[config.mk]
export PLATFORM = sky130hd
export DESIGN_NAME = branch_resolve_unit
export DESIGN_NICKNAME = d
export VERILOG_FILES = /design/src/rtl/bru_pkg.sv /design/src/rtl/bru_target_adder.sv /design/src/rtl/bru_cond_eval.sv /design/src/rtl/bru_slot_policy.sv /design/src/rtl/branch_resolve_unit.sv
export SDC_FILE = /design/constraint.sdc
export NUM_CORES = 1
export LEC_CHECK = 0
export BUFFER_PORTS_ARGS = -buffer_cell sky130_fd_sc_hd__buf_2
export CAP_MARGIN = 20
export CORE_MARGIN = 4
export CORE_UTILIZATION = 52
export CTS_CLUSTER_SIZE = 25
export DETAILED_ROUTE_END_ITERATION = 10
export PLACE_DENSITY_LB_ADDON = 0.08
export SLEW_MARGIN = 30
export SYNTH_ARGS = -nofsm -noshare
export SYNTH_HDL_FRONTEND = slang
export SYNTH_HIERARCHICAL = 1
export SYNTH_SLANG_ARGS = --single-unit
[constraint.sdc]
create_clock -name clk -period 10.86 [get_ports clk]
set_clock_uncertainty 0.15 [all_clocks]
set_input_delay 3.258 -clock clk [delete_from_list [all_inputs] [get_ports clk]]
set_output_delay 3.258 -clock clk [all_outputs]
set_load 0.01 [all_outputs]
[src/rtl/bru_pkg.sv]
package bru_pkg;

   typedef enum logic [2:0] {
      BK_NONE = 3'd0,
      BK_JREL = 3'd1,
      BK_JREG = 3'd2,
      BK_EQ   = 3'd3,
      BK_NE   = 3'd4,
      BK_LTZ  = 3'd5,
      BK_GEZ  = 3'd6,
      BK_RSVD = 3'd7
   } br_kind_e;

   typedef enum logic [1:0] {
      SP_FLUSH  = 2'd0,
      SP_LIKELY = 2'd1,
      SP_DELAY  = 2'd2,
      SP_ALT    = 2'd3
   } slot_policy_e;

   function automatic logic kind_is_cond(br_kind_e k);
      return (k == BK_EQ) || (k == BK_NE) || (k == BK_LTZ) || (k == BK_GEZ);
   endfunction

   function automatic logic kind_is_xfer(br_kind_e k);
      return (k == BK_JREL) || (k == BK_JREG) || kind_is_cond(k);
   endfunction

endpackage

[src/rtl/bru_target_adder.sv]
module bru_target_adder #(
   parameter int XLEN       = 32,
   parameter int OFF_W      = 16,
   parameter int INSN_BYTES = 4
) (
   input  logic [XLEN-1:0]  pc,
   input  logic [OFF_W-1:0] offset,
   output logic [XLEN-1:0]  seq_pc,
   output logic [XLEN-1:0]  rel_target
);
   localparam int SH   = $clog2(INSN_BYTES);
   localparam int WIDE = OFF_W + SH + 1;

   logic [XLEN-1:0] disp;

   generate
      if (WIDE > XLEN) begin : g_trunc
         logic [WIDE-1:0] wide;
         assign wide = {offset[OFF_W-1], offset} << SH;
         assign disp = wide[XLEN-1:0];
      end else begin : g_sext
         assign disp = {{(XLEN-OFF_W){offset[OFF_W-1]}}, offset} << SH;
      end
   endgenerate

   assign seq_pc     = pc + XLEN'(INSN_BYTES);
   assign rel_target = seq_pc + disp;
endmodule

[src/rtl/bru_cond_eval.sv]
module bru_cond_eval
   import bru_pkg::*;
#(
   parameter int XLEN = 32
) (
   input  br_kind_e        kind,
   input  logic [XLEN-1:0] rs_val,
   input  logic [XLEN-1:0] rt_val,
   output logic            cond_true
);
   logic same;
   logic neg;

   assign same = (rs_val == rt_val);
   assign neg  = rs_val[XLEN-1];

   always_comb begin
      unique case (kind)
         BK_EQ:   cond_true = same;
         BK_NE:   cond_true = !same;
         BK_LTZ:  cond_true = neg;
         BK_GEZ:  cond_true = !neg;
         default: cond_true = 1'b0;
      endcase
   end
endmodule

[src/rtl/bru_slot_policy.sv]
module bru_slot_policy
   import bru_pkg::*;
(
   input  logic         xfer,
   input  logic         is_cond,
   input  logic         taken,
   input  slot_policy_e policy,
   output logic         annul,
   output logic         slot_follows
);
   always_comb begin
      annul        = 1'b0;
      slot_follows = 1'b0;
      if (xfer) begin
         unique case (policy)
            SP_LIKELY: begin
               annul        = is_cond && !taken;
               slot_follows = taken;
            end
            SP_DELAY: begin
               slot_follows = 1'b1;
            end
            default: begin
               annul = taken;
            end
         endcase
      end
   end
endmodule

[src/rtl/branch_resolve_unit.sv]
module branch_resolve_unit
   import bru_pkg::*;
#(
   parameter int XLEN       = 32,
   parameter int OFF_W      = 16,
   parameter int INSN_BYTES = 4
) (
   input  logic             clk,
   input  logic             rst_n,
   input  logic             dec_valid,
   input  logic [2:0]       br_kind,
   input  logic [1:0]       policy,
   input  logic [XLEN-1:0]  pc,
   input  logic [OFF_W-1:0] offset,
   input  logic [XLEN-1:0]  rs_val,
   input  logic [XLEN-1:0]  rt_val,
   output logic [XLEN-1:0]  next_pc,
   output logic             taken,
   output logic             annul_next,
   output logic             slot_in_delay,
   output logic [XLEN-1:0]  restart_pc
);
   generate
      if (XLEN < 8) begin : g_bad_xlen
         $error("branch_resolve_unit: XLEN must be at least 8");
      end
      if (OFF_W < 1 || OFF_W > XLEN) begin : g_bad_off
         $error("branch_resolve_unit: OFF_W must lie in 1..XLEN");
      end
      if (INSN_BYTES < 1 || (INSN_BYTES & (INSN_BYTES - 1)) != 0) begin : g_bad_ib
         $error("branch_resolve_unit: INSN_BYTES must be a power of two");
      end
   endgenerate

   br_kind_e        kind;
   slot_policy_e    pol;
   logic            is_cond;
   logic            xfer;
   logic            cond_true;
   logic            slot_follows;
   logic [XLEN-1:0] seq_pc;
   logic [XLEN-1:0] rel_target;
   logic            slot_q;
   logic [XLEN-1:0] branch_pc_q;

   assign kind    = br_kind_e'(br_kind);
   assign pol     = slot_policy_e'(policy);
   assign is_cond = dec_valid && kind_is_cond(kind);
   assign xfer    = dec_valid && kind_is_xfer(kind);

   bru_target_adder #(
      .XLEN(XLEN), .OFF_W(OFF_W), .INSN_BYTES(INSN_BYTES)
   ) u_adder (
      .pc(pc), .offset(offset), .seq_pc(seq_pc), .rel_target(rel_target)
   );

   bru_cond_eval #(.XLEN(XLEN)) u_cond (
      .kind(kind), .rs_val(rs_val), .rt_val(rt_val), .cond_true(cond_true)
   );

   assign taken = xfer && (!is_cond || cond_true);

   always_comb begin
      if (!taken)
         next_pc = seq_pc;
      else if (kind == BK_JREG)
         next_pc = rs_val;
      else
         next_pc = rel_target;
   end

   bru_slot_policy u_policy (
      .xfer(xfer), .is_cond(is_cond), .taken(taken), .policy(pol),
      .annul(annul_next), .slot_follows(slot_follows)
   );

   always_ff @(posedge clk or negedge rst_n) begin
      if (!rst_n) begin
         slot_q      <= 1'b0;
         branch_pc_q <= '0;
      end else begin
         slot_q <= slot_follows;
         if (slot_follows)
            branch_pc_q <= pc;
      end
   end

   assign slot_in_delay = slot_q;
   assign restart_pc    = slot_q ? branch_pc_q : pc;
endmodule

[Word-level counts from Yosys, hierarchy flattened]
Cells that the tools add are included.
Word-level totals
  register bits after elaboration: 33
  input bits: 120
  output and inout port bits: 67
  word-level logic and storage cells: 35
Cells by class
  add/subtract/negate cells: 2
  eq/ne operators: 9
  mux-type cells: 8
  reductions and logical operators: 14
Operator list (count)
  32-bit 2-to-1 mux: 3
  32-bit by 3-bit adder with 32-bit output, second input constant: 1
  32-bit adder: 1
  32-bit == test: 1
  3-bit == test, second input constant: 3
  3-bit by 2-bit == test with 1-bit output, second input constant: 2
  1-bit logical OR: 6
  1-bit logical AND: 4
  1-bit logical NOT: 4
  1-bit case mux with 2 select lines: 2
  1-bit case mux with 4 select lines: 1
  3-bit by 1-bit == test with 1-bit output, second input constant: 1
  2-bit by 1-bit == test with 1-bit output, second input constant: 1
  2-bit == test, second input constant: 1
  1-bit 2-to-1 mux: 2

[Logic depth before layout (Yosys ltp)]
Gate-level depths: netlist (run 1).
  word-level depth: 12
  gate-level depth with buffers: 19
  gate-level depth less buffers: 17

[By module]
The synthesis (run 1) kept the hierarchy.
Modules (own cells, without submodules)
  branch_resolve_unit: instances 1, cells each 184, area each 2449.8 µm², seq. area each 825.8 µm²
  bru_target_adder: instances 1, cells each 298, area each 2143.3 µm², seq. area each 0.0 µm²
  bru_cond_eval: instances 1, cells each 50, area each 425.4 µm², seq. area each 0.0 µm²
  bru_slot_policy: instances 1, cells each 9, area each 67.6 µm², seq. area each 0.0 µm²

[Worst setup path before layout (run 1)]
No wires, ideal clock.
  kind: input to output
  start: input pc[12]
  end: output next_pc[30]
  data arrival time: 6.302 ns
  required time: 7.452 ns
  setup slack: 1.150 ns
  stages on the path: 17
  path buffers: 1
  cells stage by stage: and4_4 -> and3_4 -> nand4_4 -> nor3_4 -> nand3_1 -> xnor2_1 -> ha_1 -> clkbuf_1 -> a21o_1 -> a21o_1 -> a21oi_1 -> o21ai_0 -> a31oi_1 -> o21ai_0 -> xor2_1 -> mux2_2 -> mux2_2
Between the ends
  longest elaborated chain between the ends: 4
Ends and longest elaborated chain
  from (decl): line branch_resolve_unit.sv:13  | input logic [XLEN-1:0] pc,
  32-bit by 3-bit adder with 32-bit output: line bru_target_adder.sv:26  | assign seq_pc = pc + XLEN'(INSN_BYTES);
  via seq_pc[23]: line branch_resolve_unit.sv:41  | logic [XLEN-1:0] seq_pc;
  32-bit adder: line bru_target_adder.sv:27  | assign rel_target = seq_pc + disp;
  via rel_target[30]: line branch_resolve_unit.sv:42  | logic [XLEN-1:0] rel_target;
  32-bit 2-to-1 mux: line branch_resolve_unit.sv:66  | else if (kind == BK_JREG)
  32-bit 2-to-1 mux: line branch_resolve_unit.sv:64  | if (!taken)
  to (decl): line branch_resolve_unit.sv:17  | output logic [XLEN-1:0] next_pc,
The timed path passes the listed nets, and every way through them passes these cells.

[Final worst setup path (run 1)]
Same ends and word-level chain as after synthesis.

==> flow_summary.toml, run 1 <==
[status]
status = "finished clean"

[routing]
first_pass_iteration_count_of_the_detailed_router = 4
antenna_violating_nets_post_route = 0
drt_iter0_markers = 255
overall_via_count_from_detail_route = 4835
routed_wire_length_per_instance_um = 18.8
route.layer.met1.wl_mm = 6.98
met2WireLength_mm = 7.52
wl_met3_um = 873
finalWirelength_mm = 15.8
topRoutingLayerUsed = "met4"
viasPerCell = 5.76
drc = 0

[clock_network]
tritoncts_num_sinks = 33
cts-htree-levels = 2
postCtsResizedCells = 0
clock-root-buffer = "clkbuf_8"
clk_pin_slew_ps = 70
hold_buffers = 0
cts_buffers = 5
worst_skew_pair.late_latency_ps = 280
tritoncts = "built"
cts-root-to-sink-buffers = 2
postCtsSetupBuffers = 0

[synth]
seq_total_area_yosys_pct = 16.2
synth_enable_flop_cells = 0
ys_async_sr_fraction_pct = 100
syn-cell-area_sq_um = 5090
yosys_warnings = 6
synthesis.nets = 697
post_syn_instances = 541
synth_cell_type_count = 63
synth.avg_cell_area_sq_um = 9.40
yosys_most_used_dff = "dfrtp_1"
synth-seq-cells = 33

[critical_path]
worstRegToRegCells = 1
timing.setup.critical_path_class = "input pin to output port"
slowest_delay_ps = 400
ff2ff_setup_slack_ps = 9940
end_kind = "output port"
regToRegEndpoint = "branch_pc_q[17]"
worstSetupStartpoint = "pc[12]"
critPathMaxFanout = 9
timing.critical_path.arrival_ps = 7120
critical_path.cell_chain = "buf_2 > and4_4 > and3_4 > nand4_4 > nor3_4 > nand3_1 > xnor2_1 > ha_1 > a21o_1 > a21o_1 > a21oi_1 > o21ai_0 > a31oi_1 > o21ai_0 > xor2_1 > mux2_2 > mux2_2 > buf_2"
crit_path_start_kind = "input pin"
timing.critical_path.max_delay_family = "compound AO/OA/AOI/OAI gates"
timing.critical_path.slowest_stage_cell = "ha_1"
critPathRequiredTime_ps = 7450
r2r-start = "branch_pc_q[17]"
path_buf_inv = 2

[die]
floorplan.core_area_sq_um = 9370
floorplan.io_pins = 187
die_span_y_um = 107
row_count = 35
die_area_sq_um = 11400
initial_cell_density_of_the_core_pct = 54.3
die-width_um = 107

[global_route]
antenna_found_initial = 0
global_route_wire_length_before_repair_mm = 24.7
grt.total_usage_pct = 26.9
grt_pass1_vias = 4866
overflow = 0
maximum_number_of_pins_on_one_net_before_global_route_repair = 37

[worst_hold_path]
min-delay-path-class = "flip-flop to flip-flop"
worst_hold_path.num_cells = 1
holdCritStartpoint = "branch_pc_q[4]"
min_delay_worst_endpoint = "branch_pc_q[4]"

[timing]
final-setup-viol-count = 0
grt_setup_unrepaired = "false"
hold_violations = 0
clock.fmax_mhz = 95.0
finalMaxSlewViolations = 0
slew_headroom_pct = 52.0
layout_worst_path_cycle_share_pct = 96.9
tightest_slew_ps = 720
timing.final.crit_period_ps = 10520
timing.setup.tns_ps = 0

[pwr]
powerDensity_nw_per_um2 = 94.8
total_leakage_power_nw = 2.85
irDropWorstVdd_mv = 0.0941

[final_layout]
final_net_count = 865
postLayoutCellArea_sq_um = 6150
drive_above_1_share_pct = 49.0
postLayoutCoreUtil_pct = 65.6
area_growth_from_synthesis_to_layout_pct = 20.9
diodes = 0

[flow_run]
timing.max_cap.violations = 0

[placement]
routabilityCongestion = 0.929
io_buffer_count = 186
detailed_place.area_sq_um = 6060
dpl.hpwl_mm = 13.1
-- worst max-delay path by stage --
stage                       end  slack, ps  depth (start not counted)
floorplan           next_pc[30]       1150                         17
global placement    next_pc[30]        430                         18
detailed placement  next_pc[30]        380                         18
CTS                 next_pc[30]        360                         18
global route        next_pc[30]        100                         19
finish              next_pc[30]        340                         18
-- synth_stat cells, drive strengths merged (2+ instances only) --
| master | n | area, sq um |
|---|---|---|
| buf | 16 | 109 |
| a221oi | 2 | 30.0 |
| and2 | 3 | 18.8 |
| nor4 | 10 | 81.3 |
| a21oi | 30 | 150 |
| a311oi | 2 | 35.0 |
| nor2b | 2 | 12.5 |
| nor3b | 2 | 20.0 |
| o21bai | 6 | 45.0 |
| a21boi | 2 | 15.0 |
| nor3 | 7 | 51.3 |
| nand3b | 2 | 15.0 |
| and3 | 9 | 66.3 |
| nand4 | 15 | 109 |
| clkbuf | 13 | 50.0 |
| a21o | 19 | 143 |
| dfrtp | 33 | 826 |
| mux2 | 128 | 1440 |
| nand2 | 28 | 105 |
| ha | 35 | 438 |
| o211ai | 3 | 27.5 |
| xor2 | 47 | 427 |
| o221ai | 2 | 17.5 |
| inv | 10 | 37.5 |
| xnor2 | 40 | 350 |
| nand2b | 2 | 20.0 |
| o21ai | 15 | 75.1 |
| a31oi | 4 | 25.0 |
| o31ai | 3 | 32.5 |
| nand3 | 17 | 85.1 |
| nor2 | 17 | 63.8 |
| and4 | 4 | 37.5 |
-- layer usage --
metal  up-vias  global-route usage [%]
met4         0                    8.04
met3        22                    2.35
met2       163                    45.6
met1      2325                    36.5
met5         -                       0
li1       2325                       -
-- flip-flops by register name (all words and copies together), names as in the netlist --
register / cells
branch_pc_q: 32
slot_in_delay: 1
-- power breakdown --
group          leakage [nW]  internal (mW)  switching (mW)
registers             0.399          0.160          0.0176
clock network        0.0439         0.0442          0.0456
logic                  2.40          0.159           0.156
total                  2.85          0.363           0.219
-- stage by stage --
stage / setup WS (ps) / hold slack, ps / std cells / power, mW
floorplan: 1150 / 325 / 541 / 0.387
global placement: 430 / 333 / 831 / 0.484
detailed placement: 383 / 342 / 831 / 0.493
CTS: 365 / 360 / 839 / 0.586
global route: 102 / 378 / 839 / 0.625
finish: 336 / 357 / 839 / 0.583
-- layout make-up --
class                   count  area, sq um
fillers                   869         3220
well taps                 129          161
clock inverters             3         17.5
inverters                  10         37.5
repair buffers            190          961
flip-flops and latches     33          826
multi-input cells         469         4080
clock buffers               5         68.8
-- cell families (layout without fill, tap and decap cells) --
| family | count (synthesis) | in the layout | synth area share, % |
|---|---|---|---|
| AO/OA/AOI/OAI | 95 | 95 | 13.0 |
| XOR/XNOR | 87 | 87 | 15.3 |
| adder cells (fa/ha/maj) | 36 | 36 | 9.00 |
| buffers and inverters | 39 | 208 | 3.86 |
| flip-flops | 33 | 33 | 16.2 |
| multiplexers | 128 | 128 | 28.3 |
| AND/OR/NAND/NOR | 123 | 123 | 14.3 |
-- layout by cell type, fill, tap and decap left out, drive strengths merged, types with 4 or more instances in the layout --
cell and instances:
a21o 19, a21oi 30, a31oi 4, and3 9, and4 4, buf 190
clkbuf 5, dfrtp 33, ha 35, inv 10, mux2 128, nand2 28
nand3 17, nand4 15, nor2 17, nor3 7, nor4 10, o21ai 15
o21bai 6, xnor2 40, xor2 47
(Power assumes the default switching activity.)
==> run 2, diff against run 1 <==
- CORE_UTILIZATION: 52 -> 56
- clock period: 10.86 -> 12.22 ns (I/O delays scaled with it)
==> flow_summary.toml, run 2 (synthesized netlist as in run 1, its figures left out) <==
[clock_network]
hold_buffers = 0
clk_pin_slew_ps = 60
tritoncts_num_sinks = 33
postCtsResizedCells = 0
clock-root-buffer = "clkbuf_8"
cts-htree-levels = 2
postCtsSetupBuffers = 0
tritoncts = "built"
worst_skew_pair.late_latency_ps = 280
cts-root-to-sink-buffers = 2
cts_buffers = 5

[global_route]
grt.total_usage_pct = 27.9
antenna_found_initial = 0
grt_pass1_vias = 4658
global_route_wire_length_before_repair_mm = 23.4
maximum_number_of_pins_on_one_net_before_global_route_repair = 36
overflow = 0

[final_layout]
layout_commonest_cell = "buf_2"
postLayoutCoreUtil_pct = 69.8
diodes = 0
fill_cells = 725
final_net_count = 865
final-seq-area_sq_um = 826
largest-register = "branch_pc_q"
multi_input_comb_area_sq_um = 4080
drive_above_1_share_pct = 48.6
area_growth_from_synthesis_to_layout_pct = 20.2
number_of_flip_flops_under_the_largest_register_name = 32
mostFrequentLayoutCells = "buf_2 (186), mux2_2 (127), xor2_1 (45)"
post_layout_nonfiller_instances = 818

[critical_path]
critPathRequiredTime_ps = 8400
critical_path.cell_chain = "buf_2 > and3_1 > and2_1 > nand3_1 > nor2_1 > nand2_1 > xnor2_1 > ha_1 > a21o_1 > a21o_1 > a21oi_1 > o31ai_2 > a221oi_2 > o31ai_1 > xor2_1 > mux2_2 > mux2_2 > buf_2"
path_buf_inv = 2
timing.critical_path.arrival_ps = 7550
slowest_delay_ps = 410
timing.setup.critical_path_class = "input pin to output port"
crit_path_start_kind = "input pin"
worstSetupStartpoint = "pc[4]"
timing.critical_path.max_delay_family = "compound AO/OA/AOI/OAI gates"
timing.critical_path.slowest_stage_cell = "a221oi_2"
r2r-start = "branch_pc_q[18]"
end_kind = "output port"
critPathMaxFanout = 7

[timing]
grt_setup_unrepaired = "false"
timing.setup.tns_ps = 0
final-setup-viol-count = 0
layout_worst_path_cycle_share_pct = 93.0
tightest_slew_ps = 724
hold_violations = 0
hold_ws_ps = 356
timing.final.crit_period_ps = 11360
slew_headroom_pct = 51.7
clock.fmax_mhz = 88.0
finalMaxSlewViolations = 0

[worst_hold_path]
holdCritStartpoint = "branch_pc_q[16]"
min-delay-path-class = "flip-flop to flip-flop"

[pwr]
total_power_mw = 0.518
powerDensity_nw_per_um2 = 84.7
total_leakage_power_nw = 2.84
irDropWorstVdd_mv = 0.0917

[routing]
drt_iter0_markers = 236
antenna_violating_nets_post_route = 0
viasPerCell = 5.96
routed_wire_length_per_instance_um = 18.9
finalWirelength_mm = 15.4
overall_via_count_from_detail_route = 4878
drc = 0
first_pass_iteration_count_of_the_detailed_router = 5

[die]
die_area_sq_um = 10700
initial_cell_density_of_the_core_pct = 58.0
floorplan.core_area_sq_um = 8760
row_count = 34
die-width_um = 103
die_span_y_um = 103
floorplan.io_pins = 187

[placement]
routabilityCongestion = 0.970
dpl.hpwl_mm = 12.9
io_buffer_count = 186
numPlacedInstances = 810

[flow_run]
timing.max_cap.violations = 0

[status]
status = "finished clean"
[run 2: layout make-up]
class                      count  area share [%]
multi-input combinational    469            66.6
sequential                    33            13.5
clock buffer                   8            1.31
tap                          108            2.21
inverter                      10           0.614
timing repair buffer         190            15.7
[run 2: per-stage QoR]
step	cell area, sq um	worst slack, ps
after detailed placement	6030	967
after CTS	6110	934
final	6110	858
after global placement	6030	1010
after global routing	6110	579
after floorplan	5090	1690
[run 2: layer usage]
metal  GRT usage [%]  share of wire [%]  vias to the layer above
met1            38.1                 44                     2298
li1                -                  -                     2333
met5               0                  0                        -
met2            47.1                 46                      223
met4            6.57                1.7                        0
met3            3.62                7.7                       24
[run 2: path summary, 6_finish.rpt]
check / to / slack [ps] / cells after the start
setup / recovery: next_pc[24] / 860 / 18
hold reg to reg: branch_pc_q[16] / 360 / 1
min in group asynchronous: branch_pc_q[28] / 3290 / 1
max in group asynchronous: branch_pc_q[7] / 8170 / 1
setup reg to reg: branch_pc_q[18] / 11280 / 1
hold / removal: branch_pc_q[16] / 360 / 1
[run 2: where the power goes]
| group | total (mW) | switching (mW) | internal [mW] | leakage [nW] |
|---|---|---|---|---|
| logic | 0.282 | 0.140 | 0.141 | 2.40 |
| clock network | 0.0780 | 0.0376 | 0.0404 | 0.0395 |
| registers | 0.158 | 0.0160 | 0.142 | 0.399 |
| total | 0.518 | 0.194 | 0.324 | 2.84 |
==> run 3, diff against run 2 <==
- CORE_UTILIZATION: 56 -> 44
==> flow_summary.toml, run 3 (synthesized netlist as in run 1, its figures left out) <==
[worst_hold_path]
min-delay-path-class = "flip-flop to flip-flop"
worst_hold_path.num_cells = 1

[critical_path]
worstRegToRegCells = 1
critPathMaxFanout = 7
timing.setup.critical_path_class = "input pin to output port"
timing.critical_path.arrival_ps = 7540
ff2ff_setup_slack_ps = 11310
end_kind = "output port"
crit_path_start_kind = "input pin"
critPathRequiredTime_ps = 8400

[pwr]
irDropWorstVdd_mv = 0.0899
power.switching_fraction_pct = 34.4
total_power_mw = 0.565
powerDensity_nw_per_um2 = 90.5
clkPwrFrac_pct = 22.9
seq_power_share_pct = 27.8
share_of_total_power_in_combinational_logic_pct = 49.3
total_leakage_power_nw = 2.89
power.switching_mw = 0.194
power.internal_mw = 0.370

[placement]
routabilityCongestion = 0.969
dpl.hpwl_mm = 13.3
io_buffer_count = 186

[status]
status = "finished clean"

[final_layout]
diodes = 0
layout_commonest_cell = "buf_2"
mostFrequentLayoutCells = "buf_2 (186), mux2_2 (127), xor2_1 (45)"
number_of_flip_flops_under_the_largest_register_name = 32
area_growth_from_synthesis_to_layout_pct = 22.7
largest-register = "branch_pc_q"
drive_above_1_share_pct = 49.1
final_net_count = 866

[timing]
layout_worst_path_cycle_share_pct = 92.9
timing.final.crit_period_ps = 11350
slew_headroom_pct = 49.7
final-setup-viol-count = 0
clock.fmax_mhz = 88.1
finalMaxSlewViolations = 0
timing.setup.tns_ps = 0
tightest_slew_ps = 747
grt_setup_unrepaired = "false"
hold_violations = 0

[routing]
route.layer.met1.wl_mm = 6.75
met2WireLength_mm = 7.24
drt_iter0_markers = 138
drc = 0
routed_wire_length_per_instance_um = 18.4
wl_met3_mm = 1.35
finalWirelength_mm = 15.7
viasPerCell = 5.57
antenna_violating_nets_post_route = 0
topRoutingLayerUsed = "met4"
first_pass_iteration_count_of_the_detailed_router = 4
overall_via_count_from_detail_route = 4738

[die]
die_area_sq_um = 13300
floorplan.core_area_sq_um = 11100
initial_cell_density_of_the_core_pct = 45.9
floorplan.io_pins = 187
die-width_um = 116
die_span_y_um = 116
row_count = 38

[clock_network]
postCtsResizedCells = 0
cts_buffers = 5
tritoncts_num_sinks = 33
cts-htree-levels = 2
worst_skew_pair.late_latency_ps = 270
clk_pin_slew_ps = 50
postCtsSetupBuffers = 0
hold_buffers = 0
clock-root-buffer = "clkbuf_16"
tritoncts = "built"
cts-root-to-sink-buffers = 2

[global_route]
antenna_found_initial = 0
grt.total_usage_pct = 23.0
maximum_number_of_pins_on_one_net_before_global_route_repair = 34
global_route_wire_length_before_repair_mm = 24.2
overflow = 0
grt_pass1_vias = 4692

[flow_run]
timing.max_cap.violations = 0
[run 3: cell count changes in the layout (fill, tap and decap cells not counted)]
cell / previous run / this run
clkinv_2: 0 / 1
clkbuf_1: 3 / 0
clkbuf_8: 5 / 2
clkbuf_16: 0 / 5
buf_4: 4 / 5
[run 3: layout make-up]
| type | count | area, sq um |
|---|---|---|
| fill | 1041 | 4840 |
| inverter | 10 | 37.5 |
| clock inverter | 1 | 5.00 |
| timing repair buffer | 191 | 968 |
| sequential | 33 | 826 |
| multi-input combinational | 469 | 4080 |
| tap | 140 | 175 |
| clock buffer | 7 | 153 |
[run 3: worst paths after layout]
check / end / from
worst max-delay path: next_pc[23] / pc[4]
worst min-delay path: branch_pc_q[30] / branch_pc_q[30]
worst max register to register: branch_pc_q[4] / branch_pc_q[4]
worst min register to register: branch_pc_q[30] / branch_pc_q[30]
max in group asynchronous: branch_pc_q[0] / rst_n
min in group asynchronous: branch_pc_q[29] / rst_n
[run 3: power by group through the flow]
stage	sequential (mW)	combinational [mW]	clock [mW]
after detailed placement	0.159	0.279	0
after global routing	0.161	0.308	0.138
final	0.157	0.278	0.129
after CTS	0.158	0.280	0.134
after global placement	0.157	0.276	0
after floorplan	0.154	0.190	0
[run 3: metrics by stage]
stage | hold slack (ps) | setup slack [ps] | util [%] | cell area (sq um) | std cells
floorplan | 325 | 1690 | - | 5090 | 541
global placement | 333 | 865 | 54.9 | 6080 | 843
detailed placement | 341 | 919 | 54.9 | 6080 | 843
CTS | 355 | 895 | 56.3 | 6240 | 851
global route | 363 | 591 | 56.3 | 6240 | 851
finish | 349 | 869 | 56.3 | 6240 | 851
[run 3: layer usage]
layer | vias up | GRT usage, %
met5 | - | 0
met4 | 0 | 6.57
met3 | 19 | 4.49
met2 | 168 | 38.4
met1 | 2210 | 30.2
li1 | 2341 | -
[run 3: worst max-delay path: stages]
cell      delay (ps)
buf_2            130
and3_1           180
and2_1           260
and3_1           210
nand2_1           70
xnor2_1          280
ha_1             360
nand3_1          120
inv_1             60
and3_1           170
a22o_1           300
o21ai_0          420
o21ai_0          210
a21boi_0         330
xnor2_1          110
mux2_2           260
mux2_2           270
buf_2            140
